`src/rtl/rcr_pkg.sv`:
```
`timescale 1ns/1ps
package rcr_pkg;

   localparam int NUM_CLASSES = 6;

   // Ordered by class code minus one; codes follow this order.
   localparam int unsigned CLASS_HZ [NUM_CLASSES] =
      '{32000, 44100, 48000, 64000, 88200, 96000};

   // Lowest count accepted for a class: ceil(win*ref*(100-tol)/(100*fs)).
   function automatic int unsigned band_lo(input int unsigned win,
                                           input int unsigned ref_hz,
                                           input int unsigned tol,
                                           input int unsigned fs);
      longint unsigned num;
      longint unsigned den;
      num = 64'(win) * 64'(ref_hz) * 64'(100 - tol);
      den = 64'(fs) * 64'd100;
      return 32'((num + den - 64'd1) / den);
   endfunction

   // Highest count accepted for a class: floor(win*ref*(100+tol)/(100*fs)).
   function automatic int unsigned band_hi(input int unsigned win,
                                           input int unsigned ref_hz,
                                           input int unsigned tol,
                                           input int unsigned fs);
      longint unsigned num;
      longint unsigned den;
      num = 64'(win) * 64'(ref_hz) * 64'(100 + tol);
      den = 64'(fs) * 64'd100;
      return 32'(num / den);
   endfunction

endpackage

```
`src/rtl/rcr_ref_edge.sv`:
```
`timescale 1ns/1ps
module rcr_ref_edge #(
   parameter int SYNC_STAGES = 2,
   parameter int GAP_LIMIT   = 64,
   localparam int GAP_W      = $clog2(GAP_LIMIT + 1)
) (
   input  logic clk,
   input  logic rst_n,
   input  logic ref_async,
   input  logic frame_stb,
   output logic edge_o,
   output logic stale_o
);

   initial begin
      assert (SYNC_STAGES >= 2) else $error("rcr_ref_edge: SYNC_STAGES below 2");
      assert (GAP_LIMIT >= 1) else $error("rcr_ref_edge: GAP_LIMIT below 1");
   end

   logic [SYNC_STAGES-1:0] sync_q;
   logic                   prev_q;
   logic [GAP_W-1:0]       gap_q;
   logic                   ref_s;

   always_ff @(posedge clk or negedge rst_n) begin
      if (!rst_n) begin
         sync_q <= '0;
         prev_q <= 1'b0;
      end else begin
         sync_q <= {sync_q[SYNC_STAGES-2:0], ref_async};
         prev_q <= sync_q[SYNC_STAGES-1];
      end
   end

   assign ref_s  = sync_q[SYNC_STAGES-1];
   assign edge_o = ref_s & ~prev_q;

   // Frames since the last reference edge, saturating at the limit.
   always_ff @(posedge clk or negedge rst_n) begin
      if (!rst_n) begin
         gap_q <= GAP_W'(GAP_LIMIT);
      end else if (edge_o) begin
         gap_q <= '0;
      end else if (frame_stb && (gap_q != GAP_W'(GAP_LIMIT))) begin
         gap_q <= gap_q + 1'b1;
      end
   end

   assign stale_o = (gap_q == GAP_W'(GAP_LIMIT));

   AST_GAP_BOUND: assert property (@(posedge clk) disable iff (!rst_n)
      gap_q <= GAP_W'(GAP_LIMIT)) else $error("gap counter overran");

   AST_EDGE_CLEARS_STALE: assert property (@(posedge clk) disable iff (!rst_n)
      edge_o |=> !stale_o) else $error("stale after reference edge");

endmodule

```
`src/rtl/rcr_frame_seq.sv`:
```
`timescale 1ns/1ps
module rcr_frame_seq #(
   parameter int BLOCK_FRAMES = 192,
   parameter int UPDATES      = 3,
   localparam int WIN         = BLOCK_FRAMES / UPDATES,
   localparam int IDX_W       = $clog2(BLOCK_FRAMES)
) (
   input  logic clk,
   input  logic rst_n,
   input  logic frame_stb,
   input  logic blk_start,
   output logic boundary_o,
   output logic publish_o,
   output logic locked_o
);

   initial begin
      assert (UPDATES >= 1) else $error("rcr_frame_seq: UPDATES below 1");
      assert (BLOCK_FRAMES % UPDATES == 0)
         else $error("rcr_frame_seq: block not a whole number of windows");
   end

   logic [IDX_W-1:0]   idx_q;
   logic [IDX_W-1:0]   idx_next;
   logic               locked_q;
   logic [UPDATES-1:0] at_start;

   always_comb begin
      if (blk_start) begin
         idx_next = '0;
      end else if (idx_q == IDX_W'(BLOCK_FRAMES - 1)) begin
         idx_next = '0;
      end else begin
         idx_next = idx_q + 1'b1;
      end
   end

   for (genvar k = 0; k < UPDATES; k++) begin : g_win_start
      assign at_start[k] = (idx_next == IDX_W'(k * WIN));
   end

   always_ff @(posedge clk or negedge rst_n) begin
      if (!rst_n) begin
         idx_q    <= '0;
         locked_q <= 1'b0;
      end else if (frame_stb && (blk_start || locked_q)) begin
         idx_q    <= idx_next;
         locked_q <= 1'b1;
      end
   end

   assign boundary_o = frame_stb && (blk_start || locked_q) && (|at_start);
   assign publish_o  = boundary_o && locked_q;
   assign locked_o   = locked_q;

   AST_IDX_IN_BLOCK: assert property (@(posedge clk) disable iff (!rst_n)
      idx_q < IDX_W'(BLOCK_FRAMES)) else $error("frame index left the block");

   AST_LOCK_STICKS: assert property (@(posedge clk) disable iff (!rst_n)
      locked_q |=> locked_q) else $error("alignment lost");

endmodule

```
`src/rtl/rcr_classify.sv`:
```
`timescale 1ns/1ps
module rcr_classify #(
   parameter int unsigned REF_HZ  = 6144000,
   parameter int unsigned WIN     = 64,
   parameter int unsigned TOL_PCT = 4,
   parameter int          CNT_W   = 16,
   parameter int          CODE_W  = 3
) (
   input  logic              clk,
   input  logic              rst_n,
   input  logic [CNT_W-1:0]  cnt_i,
   output logic [CODE_W-1:0] code_o
);
   import rcr_pkg::*;

   initial begin
      assert (CNT_W <= 32) else $error("rcr_classify: CNT_W above 32");
      assert (NUM_CLASSES < (1 << CODE_W)) else $error("rcr_classify: CODE_W too small");
      assert (TOL_PCT < 100) else $error("rcr_classify: tolerance too wide");
   end

   logic [31:0]            cnt32;
   logic [NUM_CLASSES-1:0] hit;

   assign cnt32 = 32'(cnt_i);

   for (genvar i = 0; i < NUM_CLASSES; i++) begin : g_band
      localparam int unsigned LO = band_lo(WIN, REF_HZ, TOL_PCT, CLASS_HZ[i]);
      localparam int unsigned HI = band_hi(WIN, REF_HZ, TOL_PCT, CLASS_HZ[i]);
      assign hit[i] = (cnt32 >= LO) && (cnt32 <= HI);
   end

   // Lowest class index wins should bands ever touch.
   always_comb begin
      code_o = '0;
      for (int i = NUM_CLASSES - 1; i >= 0; i--) begin
         if (hit[i]) code_o = CODE_W'(i + 1);
      end
   end

   AST_BANDS_DISJOINT: assert property (@(posedge clk) disable iff (!rst_n)
      $onehot0(hit)) else $error("rate bands overlap");

endmodule

```
`src/rtl/rate_class_reporter.sv`:
```
`timescale 1ns/1ps
module rate_class_reporter #(
   parameter int unsigned REF_HZ       = 6144000,
   parameter int          BLOCK_FRAMES = 192,
   parameter int          UPDATES      = 3,
   parameter int unsigned TOL_PCT      = 4,
   parameter int          CNT_W        = 16,
   parameter int          CODE_W       = 3,
   parameter int          SYNC_STAGES  = 2
) (
   input  logic              clk,
   input  logic              rst_n,
   input  logic              ref_clk_in,
   input  logic              frame_stb,
   input  logic              blk_start,
   input  logic              sel_status,
   output logic [CODE_W-1:0] rate_code,
   output logic              rate_valid
);

   localparam int WIN    = BLOCK_FRAMES / UPDATES;
   localparam int NEED   = (2 * UPDATES + 2) / 3;
   localparam int PRES_W = $clog2(NEED + 1);

   initial begin
      assert (CNT_W >= 2) else $error("rate_class_reporter: CNT_W below 2");
      assert (NEED >= 1) else $error("rate_class_reporter: presence run below 1");
   end

   logic              ref_edge;
   logic              stale;
   logic              boundary;
   logic              publish;
   logic              locked;
   logic [CNT_W-1:0]  win_cnt_q;
   logic [CODE_W-1:0] class_code;
   logic [CODE_W-1:0] code_q;
   logic [PRES_W-1:0] present_q;
   logic [PRES_W-1:0] pres_inc;
   logic              valid_q;

   rcr_ref_edge #(
      .SYNC_STAGES (SYNC_STAGES),
      .GAP_LIMIT   (WIN)
   ) u_edge (
      .clk       (clk),
      .rst_n     (rst_n),
      .ref_async (ref_clk_in),
      .frame_stb (frame_stb),
      .edge_o    (ref_edge),
      .stale_o   (stale)
   );

   rcr_frame_seq #(
      .BLOCK_FRAMES (BLOCK_FRAMES),
      .UPDATES      (UPDATES)
   ) u_seq (
      .clk        (clk),
      .rst_n      (rst_n),
      .frame_stb  (frame_stb),
      .blk_start  (blk_start),
      .boundary_o (boundary),
      .publish_o  (publish),
      .locked_o   (locked)
   );

   rcr_classify #(
      .REF_HZ  (REF_HZ),
      .WIN     (WIN),
      .TOL_PCT (TOL_PCT),
      .CNT_W   (CNT_W),
      .CODE_W  (CODE_W)
   ) u_cls (
      .clk    (clk),
      .rst_n  (rst_n),
      .cnt_i  (win_cnt_q),
      .code_o (class_code)
   );

   // Reference edges in the current window, saturating.
   always_ff @(posedge clk or negedge rst_n) begin
      if (!rst_n) begin
         win_cnt_q <= '0;
      end else if (boundary) begin
         win_cnt_q <= ref_edge ? CNT_W'(1) : '0;
      end else if (ref_edge && (win_cnt_q != '1)) begin
         win_cnt_q <= win_cnt_q + 1'b1;
      end
   end

   always_ff @(posedge clk or negedge rst_n) begin
      if (!rst_n) begin
         code_q <= '0;
      end else if (publish) begin
         code_q <= class_code;
      end
   end

   assign pres_inc = (present_q == PRES_W'(NEED)) ? present_q : present_q + 1'b1;

   always_ff @(posedge clk or negedge rst_n) begin
      if (!rst_n) begin
         present_q <= '0;
         valid_q   <= 1'b0;
      end else if (stale) begin
         present_q <= '0;
         valid_q   <= 1'b0;
      end else if (publish) begin
         if (win_cnt_q != '0) begin
            present_q <= pres_inc;
            valid_q   <= (pres_inc >= PRES_W'(NEED));
         end else begin
            present_q <= '0;
            valid_q   <= 1'b0;
         end
      end
   end

   assign rate_code  = sel_status ? '0 : code_q;
   assign rate_valid = valid_q & ~sel_status;

   AST_CODE_HOLDS: assert property (@(posedge clk) disable iff (!rst_n)
      !publish |=> $stable(code_q)) else $error("code moved off a boundary");

   AST_VALID_NEEDS_HISTORY: assert property (@(posedge clk) disable iff (!rst_n)
      valid_q |-> (present_q >= PRES_W'(NEED))) else $error("valid too early");

   AST_STALE_DROPS_VALID: assert property (@(posedge clk) disable iff (!rst_n)
      stale |=> !valid_q) else $error("valid kept without reference");

   AST_UNLOCKED_IDLE: assert property (@(posedge clk) disable iff (!rst_n)
      !locked |-> (code_q == '0)) else $error("code before alignment");

endmodule

```
`config.mk`:
```
export PLATFORM = sky130hd
export DESIGN_NAME = rate_class_reporter
export DESIGN_NICKNAME = d
export VERILOG_FILES = /design/src/rtl/rcr_pkg.sv /design/src/rtl/rcr_ref_edge.sv /design/src/rtl/rcr_frame_seq.sv /design/src/rtl/rcr_classify.sv /design/src/rtl/rate_class_reporter.sv
export SDC_FILE = /design/constraint.sdc
export NUM_CORES = 1
export LEC_CHECK = 0
export BUFFER_PORTS_ARGS = -buffer_cell sky130_fd_sc_hd__buf_4
export CAP_MARGIN = 20
export CELL_PAD_IN_SITES_DETAIL_PLACEMENT = 0
export CELL_PAD_IN_SITES_GLOBAL_PLACEMENT = 2
export CORE_MARGIN = 1
export CORE_UTILIZATION = 35
export DETAILED_ROUTE_END_ITERATION = 6
export PLACE_DENSITY_LB_ADDON = 0.05
export SLEW_MARGIN = 20
export SYNTH_ARGS = -nofsm -noshare
export SYNTH_HDL_FRONTEND = slang
export SYNTH_SLANG_ARGS = --single-unit
```
`constraint.sdc`:
```
create_clock -name clk -period 3.6 [get_ports clk]
set_clock_uncertainty 0.15 [all_clocks]
set_input_delay 0.18 -clock clk [delete_from_list [all_inputs] [get_ports clk]]
set_output_delay 0.18 -clock clk [all_outputs]
set_load 0.01 [all_outputs]
```
# [After elaboration in Yosys (flattened, before gate mapping)]
# Index checks and enable logic that the tools add are counted.
# W data, S select, Z words.
[totals] register_bits=41 output_inout_bits=4
[classes] eq_ne=7 n_reduce_logical=18 n_mux=21 n_addsub=4 magnitude_cmp=13 n_bitwise=4
[op_table] cell="$ge A16 B13 Y1 const B" count=3
[op_table] cell="$le A16 B13 Y1 const B" count=3
[op_table] cell="$le A16 B14 Y1 const B" count=3
[op_table] cell="$ge A16 B14 Y1 const B" count=2
[op_table] cell="$mux W16" count=2
[op_table] cell="$mux W3" count=7
[op_table] cell="$add A16 B1 Y16 const B" count=1
[op_table] cell="$eq A8 B8 Y1 const B" count=2
[op_table] cell="$ge A16 B12 Y1 const B" count=1
[op_table] cell="$mux W8" count=2
[op_table] cell="$ne A16 B16 Y1 const B" count=1
[op_table] cell="$reduce_bool A16 Y1" count=1
[op_table] cell="$mux W7" count=2
[op_table] cell="$logic_and A1 B1 Y1" count=11
[op_table] cell="$add A8 B1 Y8 const B" count=1
[op_table] cell="$eq A8 B7 Y1 const B" count=1
[op_table] cell="$logic_not A8 Y1" count=1
[op_table] cell="$mux W2" count=4
[op_table] cell="$add A7 B1 Y7 const B" count=1
[op_table] cell="$eq A7 B7 Y1 const B" count=1
[op_table] cell="$ne A7 B7 Y1 const B" count=1
[op_table] cell="$reduce_bool A2 Y1" count=3
[op_table] cell="$mux W1" count=4
[op_table] cell="$reduce_or A3 Y1" count=1
[op_table] cell="other kinds (6)" count=8

# [Logic depth before layout (Yosys ltp)]
# Gate-level depths: netlist of run 1.
[logic_depth] ltp_word=9 depth_mapped=9

# [Cells and area by module]
# From an unflattened synthesis of run 1, not the netlist that was laid out.
[hier_totals] cells_unflattened=315 hier_area_um2=2805.2
[by_module_without_submodules] module="rate_class_reporter" cells_each=126 n_inst=1 seq_area_each_um2=525.5 area_per_inst_um2=1193.6
[by_module_without_submodules] module="rcr_frame_seq" cells_each=76 n_inst=1 seq_area_each_um2=225.2 area_per_inst_um2=684.4
[by_module_without_submodules] module="rcr_ref_edge" cells_each=45 n_inst=1 seq_area_each_um2=251.5 area_per_inst_um2=471.7
[by_module_without_submodules] module="rcr_classify" cells_each=68 n_inst=1 seq_area_each_um2=0.0 area_per_inst_um2=455.4

# [Worst setup path before layout of run 1]
# Ideal clock, no wire load.
[synth_timing] path_kind="reg-to-reg" startpoint="reg u_seq.idx_q[0]" endpoint="reg code_q[0]" t_arrival_ns=1.926 period_less_slack_ns=2.202 required_ns=3.324 path_stages_with_launch=9 n_path_buf=1 setup_time_ns=0.126 slack_ns=1.398 cell_sequence="dfrtp_1 ha_1 buf_2 nand2_1 o41ai_4 o31ai_1 a31oi_2 o211ai_1 o32a_1"
[synth_between] elab_chain_len=7 elab_cells_between_ends=10 classes_between="add/sub: 1; eq/ne: 3; mux: 2; reduce/logical: 4"
[synth_rtl] item="start, declared" line="rcr_frame_seq.sv:23" rtl="logic [IDX_W-1:0] idx_q;"
[synth_rtl] item="start signal, assigned" line="rcr_frame_seq.sv:47" rtl="idx_q <= idx_next;"
[synth_rtl] item="$add A8 B1 Y8 / $eq A8 B8 Y1 (equally long branches)" line="rcr_frame_seq.sv:34, rcr_frame_seq.sv:31"
[synth_rtl] item="$mux W8 (*)" line="rcr_frame_seq.sv:31" rtl="end else if (idx_q == IDX_W'(BLOCK_FRAMES - 1)) begin"
[synth_rtl] item="$mux W8 (*)" line="rcr_frame_seq.sv:29" rtl="if (blk_start) begin"
[synth_rtl] item="$eq A8 B7 Y1 (tied with other cells)" line="rcr_frame_seq.sv:39" rtl="assign at_start[k] = (idx_next == IDX_W'(k * WIN));"
[synth_rtl] item="$reduce_or A3 Y1 (*)" line="rcr_frame_seq.sv:52" rtl="assign boundary_o = frame_stb && (blk_start || locked_q) && (|at_start);"
[synth_rtl] item="$logic_and A1 B1 Y1 (*)" line="rcr_frame_seq.sv:52"
[synth_rtl] item="$logic_and A1 B1 Y1 (*)" line="rcr_frame_seq.sv:53" rtl="assign publish_o = boundary_o && locked_q;"
[synth_rtl] item="end signal, assigned" line="rate_class_reporter.sv:95" rtl="code_q <= class_code;"
[synth_rtl] item="end, declared" line="rate_class_reporter.sv:37" rtl="logic [CODE_W-1:0] code_q;"
# Mark *: on every way between the ends. The rest lies on a longest branch, timed or not.
# A chain may end at the register's enable or synchronous reset.

# [Worst setup path after layout of run 1]
# Ends and elaborated chain as after synthesis.

==> results of run 1 <==
worst max-delay path: stages (launching register included):
cell and delay, ps:
dfrtp_1 430, ha_1 340, nand2_1 170, o41ai_4 390, o31ai_1 150, a31oi_2 260
o211ai_1 160, o32a_1 360
power by group:
| part | internal [W] | switching [W] |
|---|---|---|
| Combinational | 0.000103 | 0.000131 |
| Sequential | 0.000489 | 0.0000432 |
| Clock | 0.000209 | 0.000173 |
| Total | 0.000802 | 0.000348 |
metrics by stage:
step	util	std cells
floorplan	-	303
global placement	0.3784	396
detailed placement	0.3784	396
CTS	0.3987	407
global route	0.3987	407
finish	0.3987	407
cells by family (layout without fill, tap and decap cells):
logic type               after synthesis  in the layout  share of synthesized area
adder cells (fa/ha/maj)                7              7                    0.03378
multiplexers                           1              1                   0.003861
AND/OR/NAND/NOR                      137            137                     0.2770
buffers and inverters                 31             36                    0.04826
AO/OA/AOI/OAI                         68             68                     0.1863
flip-flops                            40             40                     0.3866
XOR/XNOR                              19             19                    0.06419
layout by cell type, fill, tap and decap left out, types with 9 or more instances in the layout:
| master | Yosys | routed |
|---|---|---|
| dfrtp_1 | 39 | 39 |
| nand4_1 | 12 | 12 |
| o21ai_0 | 19 | 19 |
| xor2_1 | 9 | 9 |
| nand3_1 | 16 | 16 |
| inv_1 | 12 | 12 |
| nand2_1 | 25 | 25 |
| xnor2_1 | 10 | 10 |
| buf_4 | 0 | 12 |
| nor2_1 | 39 | 39 |
| a21oi_1 | 11 | 11 |
flip-flops by register name (all words and copies together), names as in the netlist:
signal	cells
present_q	2
u_edge.gap_q	7
u_seq.locked_o	1
code_q	3
u_edge.prev_q	1
u_edge.sync_q	2
u_seq.idx_q	8
win_cnt_q	16
metal layers:
layer / vias up / GRT usage / wire length (um)
met4: 0 / 0.04839 / 78
li1: 1104 / - / -
met5: - / 0 / 0
met3: 5 / 0.03110 / 206
met1: 1064 / 0.2581 / 3232
met2: 48 / 0.2847 / 2873
path summary, 6_finish.rpt:
check	endpoint	cells after the start
max reg2reg	code_q[0]	7
min in group asynchronous	code_q[1]	2
min reg2reg	u_edge.sync_q[1]	0
max in group asynchronous	u_edge.gap_q[6]	2
min	u_edge.gap_q[1]	3
max	code_q[0]	7
layout make-up:
class	count	area [um^2]	share of cell area
clock inverter	3	47.55	0.01653
sequential	40	1002	0.3484
multi-input combinational	232	1465	0.5094
inverter	13	48.80	0.01696
timing repair buffer	15	120.1	0.04176
clock buffer	5	68.82	0.02392
tap	99	123.9	0.04306
==> results by group, run 1 <==
Critical path
  – CP max FO: 8
  – CP required: 3630 ps
  – Critical path endpoint category: flop
  – Crit start category: flop
  – Setup Crit Path Kind: flop to flop
  – Worst r2r src: u_seq.idx_q[0]
  – R2R Setup Slk: 1060 ps
  – Setup crit start: u_seq.idx_q[0]
  – Worst EP arrival: 2570 ps

Floorplanning
  – Die Width: 88.07 um
  – Die ar.: 7755 um^2
  – Core Area: 7214 um^2
  – Initial core utilization: 0.3593
  – Die Y: 88.07 um
  – Row count: 31
  – IO Count: 10

GRT
  – Number of antenna violations at the first check in global routing: 0
  – Largest net degree at the start of global routing: 41
  – Number of global-route vias before repair: 2,064
  – Grt total ovfl: 0
  – First-pass GRT wire length: 10,710 um
  – Total track usage: 0.1815

Routing
  – DR DRC count: 0
  – Starting DRT DRC Count: 160
  – Via density: 5.457
  – Routed WL per cell: 15.71 um
  – Antenna viol nets, final: 0
  – Vias: 2,221
  – First-pass DRT Iterations: 4
  – DRT Wirelength: 6392 um

STA
  – Slew HR: 0.5843
  – Final hold viol count: 0
  – Fin Hold WS: 45.31 ps
  – Slew @ Worst Pin: 617.9 ps
  – Unrepaired setup endpoints after global routing: false
  – F_max: 394.4 MHz
  – Slew Viols, Final: 0
  – Setup TNS: 0 ps
  – Final period utilization: 0.7043
  – Fin crit period: 2536 ps
  – Final setup vio count: 0
  – Setup WS post-layout: 1064 ps

Placement
  – Buffers on Ports: 9
  – Detailed Place HPWL: 4623 um
  – Placed Instance Area: 2730 um^2
  – Final GP Congestion: 0.7478
  – Worst slack, placed: 1040 ps

Clocking
  – Clock transition at path regs: 90 ps
  – CTS Buffer Depth: 2
  – Post-CTS setup buffers: 0
  – Number of clock sinks: 40
  – H-tree Lvls: 2
  – CTS tree: yes
  – Hold buffers post-CTS: 3
  – Num CTS Buffers: 5
  – CTS-repair resized insts: 0
  – Clk_lat worst skew: 300 ps
  – Root buffer cell: clkbuf_8

Pwr
  – Pwr Total: 0.001149 W
  – Pleak: 1.188 nW
  – PwrDens: 399.5 nW/um^2
  – VDD IR max: 0.0001959 V

Yosys
  – Number of flops mapped to enable cells by yosys: 0
  – Area leader, netlist: dfrtp_1
  – Unique masters post-synth: 55
  – Flops & latches, synth: 40
  – Synth Area per Inst: 8.556 um^2
  – Synth Net Count: 316
  – Cell Area, Synth: 2592 um^2
  – Ys Warns: 0
  – Ys async rst share: 1.000
  – Register area share after synthesis: 0.3866
  – Post-Synthesis Cells: 303
  – Top cells by count, synth: dfrtp_1, nor2_1, nand2_1
  – Ranking of synthesized cells by area: dfrtp_1, nor2_1, o21ai_0
  – Top_reg_cell synth: dfrtp_1
  – Synth top area share: 0.3764

Flow run
  – Max cap viols: 0

Worst hold path
  – Startpoint of the worst hold path: frame_stb
  – HP Class: primary input to flop

Cells and area
  – Nets: 320
  – Antenna fix cells: 0
  – Final instance area: 2877 um^2
  – Area delta synth->final: 10.96%
  – # fillers: 778
  – Layout cells sized above 1: 0.09740

Status
  – Status: complete, no violations
(Power assumes the default switching activity.)
==> inputs of run 2 (changes only) <==
Clock period 3.6 ns to 2.3 ns, I/O delays scaled along.
==> results by group, run 2 (synthesis results as in run 1) <==
Status
  – Status: complete, no violations

Clocking
  – Num CTS Buffers: 5 (unchanged)
  – Clk_lat worst skew: 300 ps (about the same)
  – Number of clock sinks: 40 (unchanged)
  – CTS tree: yes
  – CTS Buffer Depth: 2 (unchanged)
  – H-tree Lvls: 2 (unchanged)
  – Clock transition at path regs: 90 ps (about the same)
  – Root buffer cell: clkbuf_8

Floorplanning
  – Die ar.: 7755 um^2 (unchanged)
  – Die Y: 88.07 um (unchanged)
  – Row count: 31 (unchanged)
  – Core Area: 7214 um^2 (unchanged)
  – Die Width: 88.07 um (unchanged)
  – Initial core utilization: 0.3593 (unchanged)
  – IO Count: 10 (unchanged)

STA
  – Slew @ Worst Pin: 526.8 ps (-91.12 ps)
  – Slew HR: 0.6488 (+0.06454)
  – Fin Hold WS: 168.1 ps (+122.8 ps)
  – Final setup vio count: 0 (unchanged)
  – Slew Viols, Final: 0 (unchanged)
  – Final period utilization: 0.9617 (+0.2574)
  – Fin crit period: 2212 ps (-323.5 ps)
  – Final hold viol count: 0 (unchanged)
  – Setup WS post-layout: 87.98 ps (-976.5 ps)
  – F_max: 452.1 MHz (+15%)

Critical path
  – Top delay family on crit path: compound AO/OA/AOI/OAI gates
  – Setup Crit Path Kind: flop to flop
  – Worst r2r src: u_seq.idx_q[0]
  – Critical Path Slowest Stage Cell: or4b_1
  – Worst EP arrival: 2260 ps (-310 ps)
  – Worst Path Buf+Inv: 1 (+1)
  – CP peak stage delay: 450 ps (+20 ps)
  – Setup crit start: u_seq.idx_q[0]
  – CP required: 2350 ps (-1280 ps)
  – Crit start category: flop
  – Critical path endpoint category: flop
  – CP max FO: 6 (-2)
  – CP cell instances: buf_6, or4b_1, a21oi_2, o31ai_2, a31oi_2, o211ai_1, o32a_1

Pwr
  – VDD IR max: 0.0002605 V (+33%)
  – PwrDens: 588.6 nW/um^2 (+47%)
  – Pleak: 1.405 nW (+18%)

Cells and area
  – Biggest regs: win_cnt_q x16, u_seq.idx_q x8, u_edge.gap_q x7
  – Antenna fix cells: 0 (unchanged)
  – Commonest non-fill, non-tap cells in the layout: buf_4, nor2_1, dfrtp_1, nand2_1, o21ai_0
  – Area delta synth->final: 25.24%
  – Commonest non-fill, non-tap cell in the layout: buf_4
  – Top reg by flops: win_cnt_q
  – Nets: 362 (+13%)
  – Layout cells sized above 1: 0.2229 (+0.1255)
  – Max FFs per register: 16 (unchanged)

Placement
  – Detailed Place HPWL: 5093 um (+10%)
  – Final GP Congestion: 0.7901 (+5.7%)
  – Worst slack, placed: 19.05 ps (-1021 ps)
  – Buffers on Ports: 9 (unchanged)

Worst hold path
  – HP Class: primary input to asynchronous set/reset pin

Routing
  – Vias: 2,373 (+6.8%)
  – First-pass DRT Iterations: 4 (unchanged)
  – Routed WL per cell: 15.52 um (-1.2%)
  – Starting DRT DRC Count: 217 (+36%)
  – Antenna viol nets, final: 0 (unchanged)
  – DR DRC count: 0 (unchanged)
  – Via density: 5.285 (-3.2%)
  – DRT Wirelength: 6970 um (+9.0%)

GRT
  – Number of global-route vias before repair: 2,242 (+8.6%)
  – Number of antenna violations at the first check in global routing: 0 (unchanged)
  – Grt total ovfl: 0 (unchanged)
  – Total track usage: 0.1979 (+0.01635)
  – Largest net degree at the start of global routing: 41 (unchanged)
  – First-pass GRT wire length: 11,610 um (+8.4%)

Flow run
  – Max cap viols: 0 (unchanged)
-- run 2: cell types whose count changed in the layout (fill, tap and decap cells not counted), sizes merged --
cell,previous run,this run
dlygate4sd3,3,4
inv,12,13
clkinv,3,1
buf,12,53
clkinvlp,0,1
-- run 2: metal layers --
| layer | vias up | track usage | share of wire |
|---|---|---|---|
| met4 | 0 | 0.06158 | 0.016 |
| met2 | 37 | 0.2995 | 0.45 |
| met5 | - | 0 | 0 |
| met3 | 6 | 0.03393 | 0.024 |
| met1 | 1140 | 0.2871 | 0.51 |
| li1 | 1190 | - | - |
-- run 2: worst reg2reg max path, cell delays in order, from the launching register on --
cell	delay, ps
dfrtp_1	420
buf_6	140
or4b_1	450
a21oi_2	150
o31ai_2	80
a31oi_2	230
o211ai_1	170
o32a_1	310
-- run 2: path summary, 6_finish.rpt --
kind / endpoint / slack (ps) / cells past startpoint
hold reg to reg: u_edge.sync_q[1] / 230 / 0
min in group clk: u_edge.sync_q[1] / 230 / 0
hold / removal: win_cnt_q[11] / 170 / 2
setup / recovery: code_q[0] / 90 / 7
setup reg to reg: code_q[0] / 90 / 7
max in group asynchronous: win_cnt_q[9] / 1450 / 2
-- run 2: power breakdown --
part	total, W	switching, W	internal (W)	leakage, nW
registers	0.000827	0.0000610	0.000766	0.531
clock network	0.000615	0.000287	0.000327	0.0548
logic	0.000469	0.000239	0.000230	0.820
-- run 2: area by class of cell --
class                           instances  area [um^2]
Inverter                               13        48.80
Timing Repair Buffer                   57        457.9
Clock inverter                          3        46.29
Sequential cell                        40         1002
Tap cell                               99        123.9
Clock buffer                            5        68.82
Fill cell                             728         3968
Multi-Input combinational cell        232         1499
-- run 2: timing repair --
item	in CTS	in global routing
buffers inserted	0	6
cloned	0	0
hold buffers	4	0
endpoints found under the hold margin	43	0
resized for setup	1	10
setup endpoints to repair	1	5
pin swaps	0	3
-- run 2: per-stage QoR --
| stage | total power (W) | util | std cells | TNS, ps | area (um^2) |
|---|---|---|---|---|---|
| 6_report | 0.001911 | 0.4501 | 449 | 0 | 3247 |
| 3_5_place_dp | 0.001260 | 0.4148 | 431 | 0 | 2993 |
| 5_1_grt | 0.002032 | 0.4501 | 449 | -10.41 | 3247 |
| 2_1_floorplan | 0.001102 | - | 303 | 0 | 2592 |
| 4_1_cts | 0.001895 | 0.4369 | 443 | 0 | 3152 |
| 3_3_place_gp | 0.001262 | 0.4148 | 431 | 0 | 2993 |
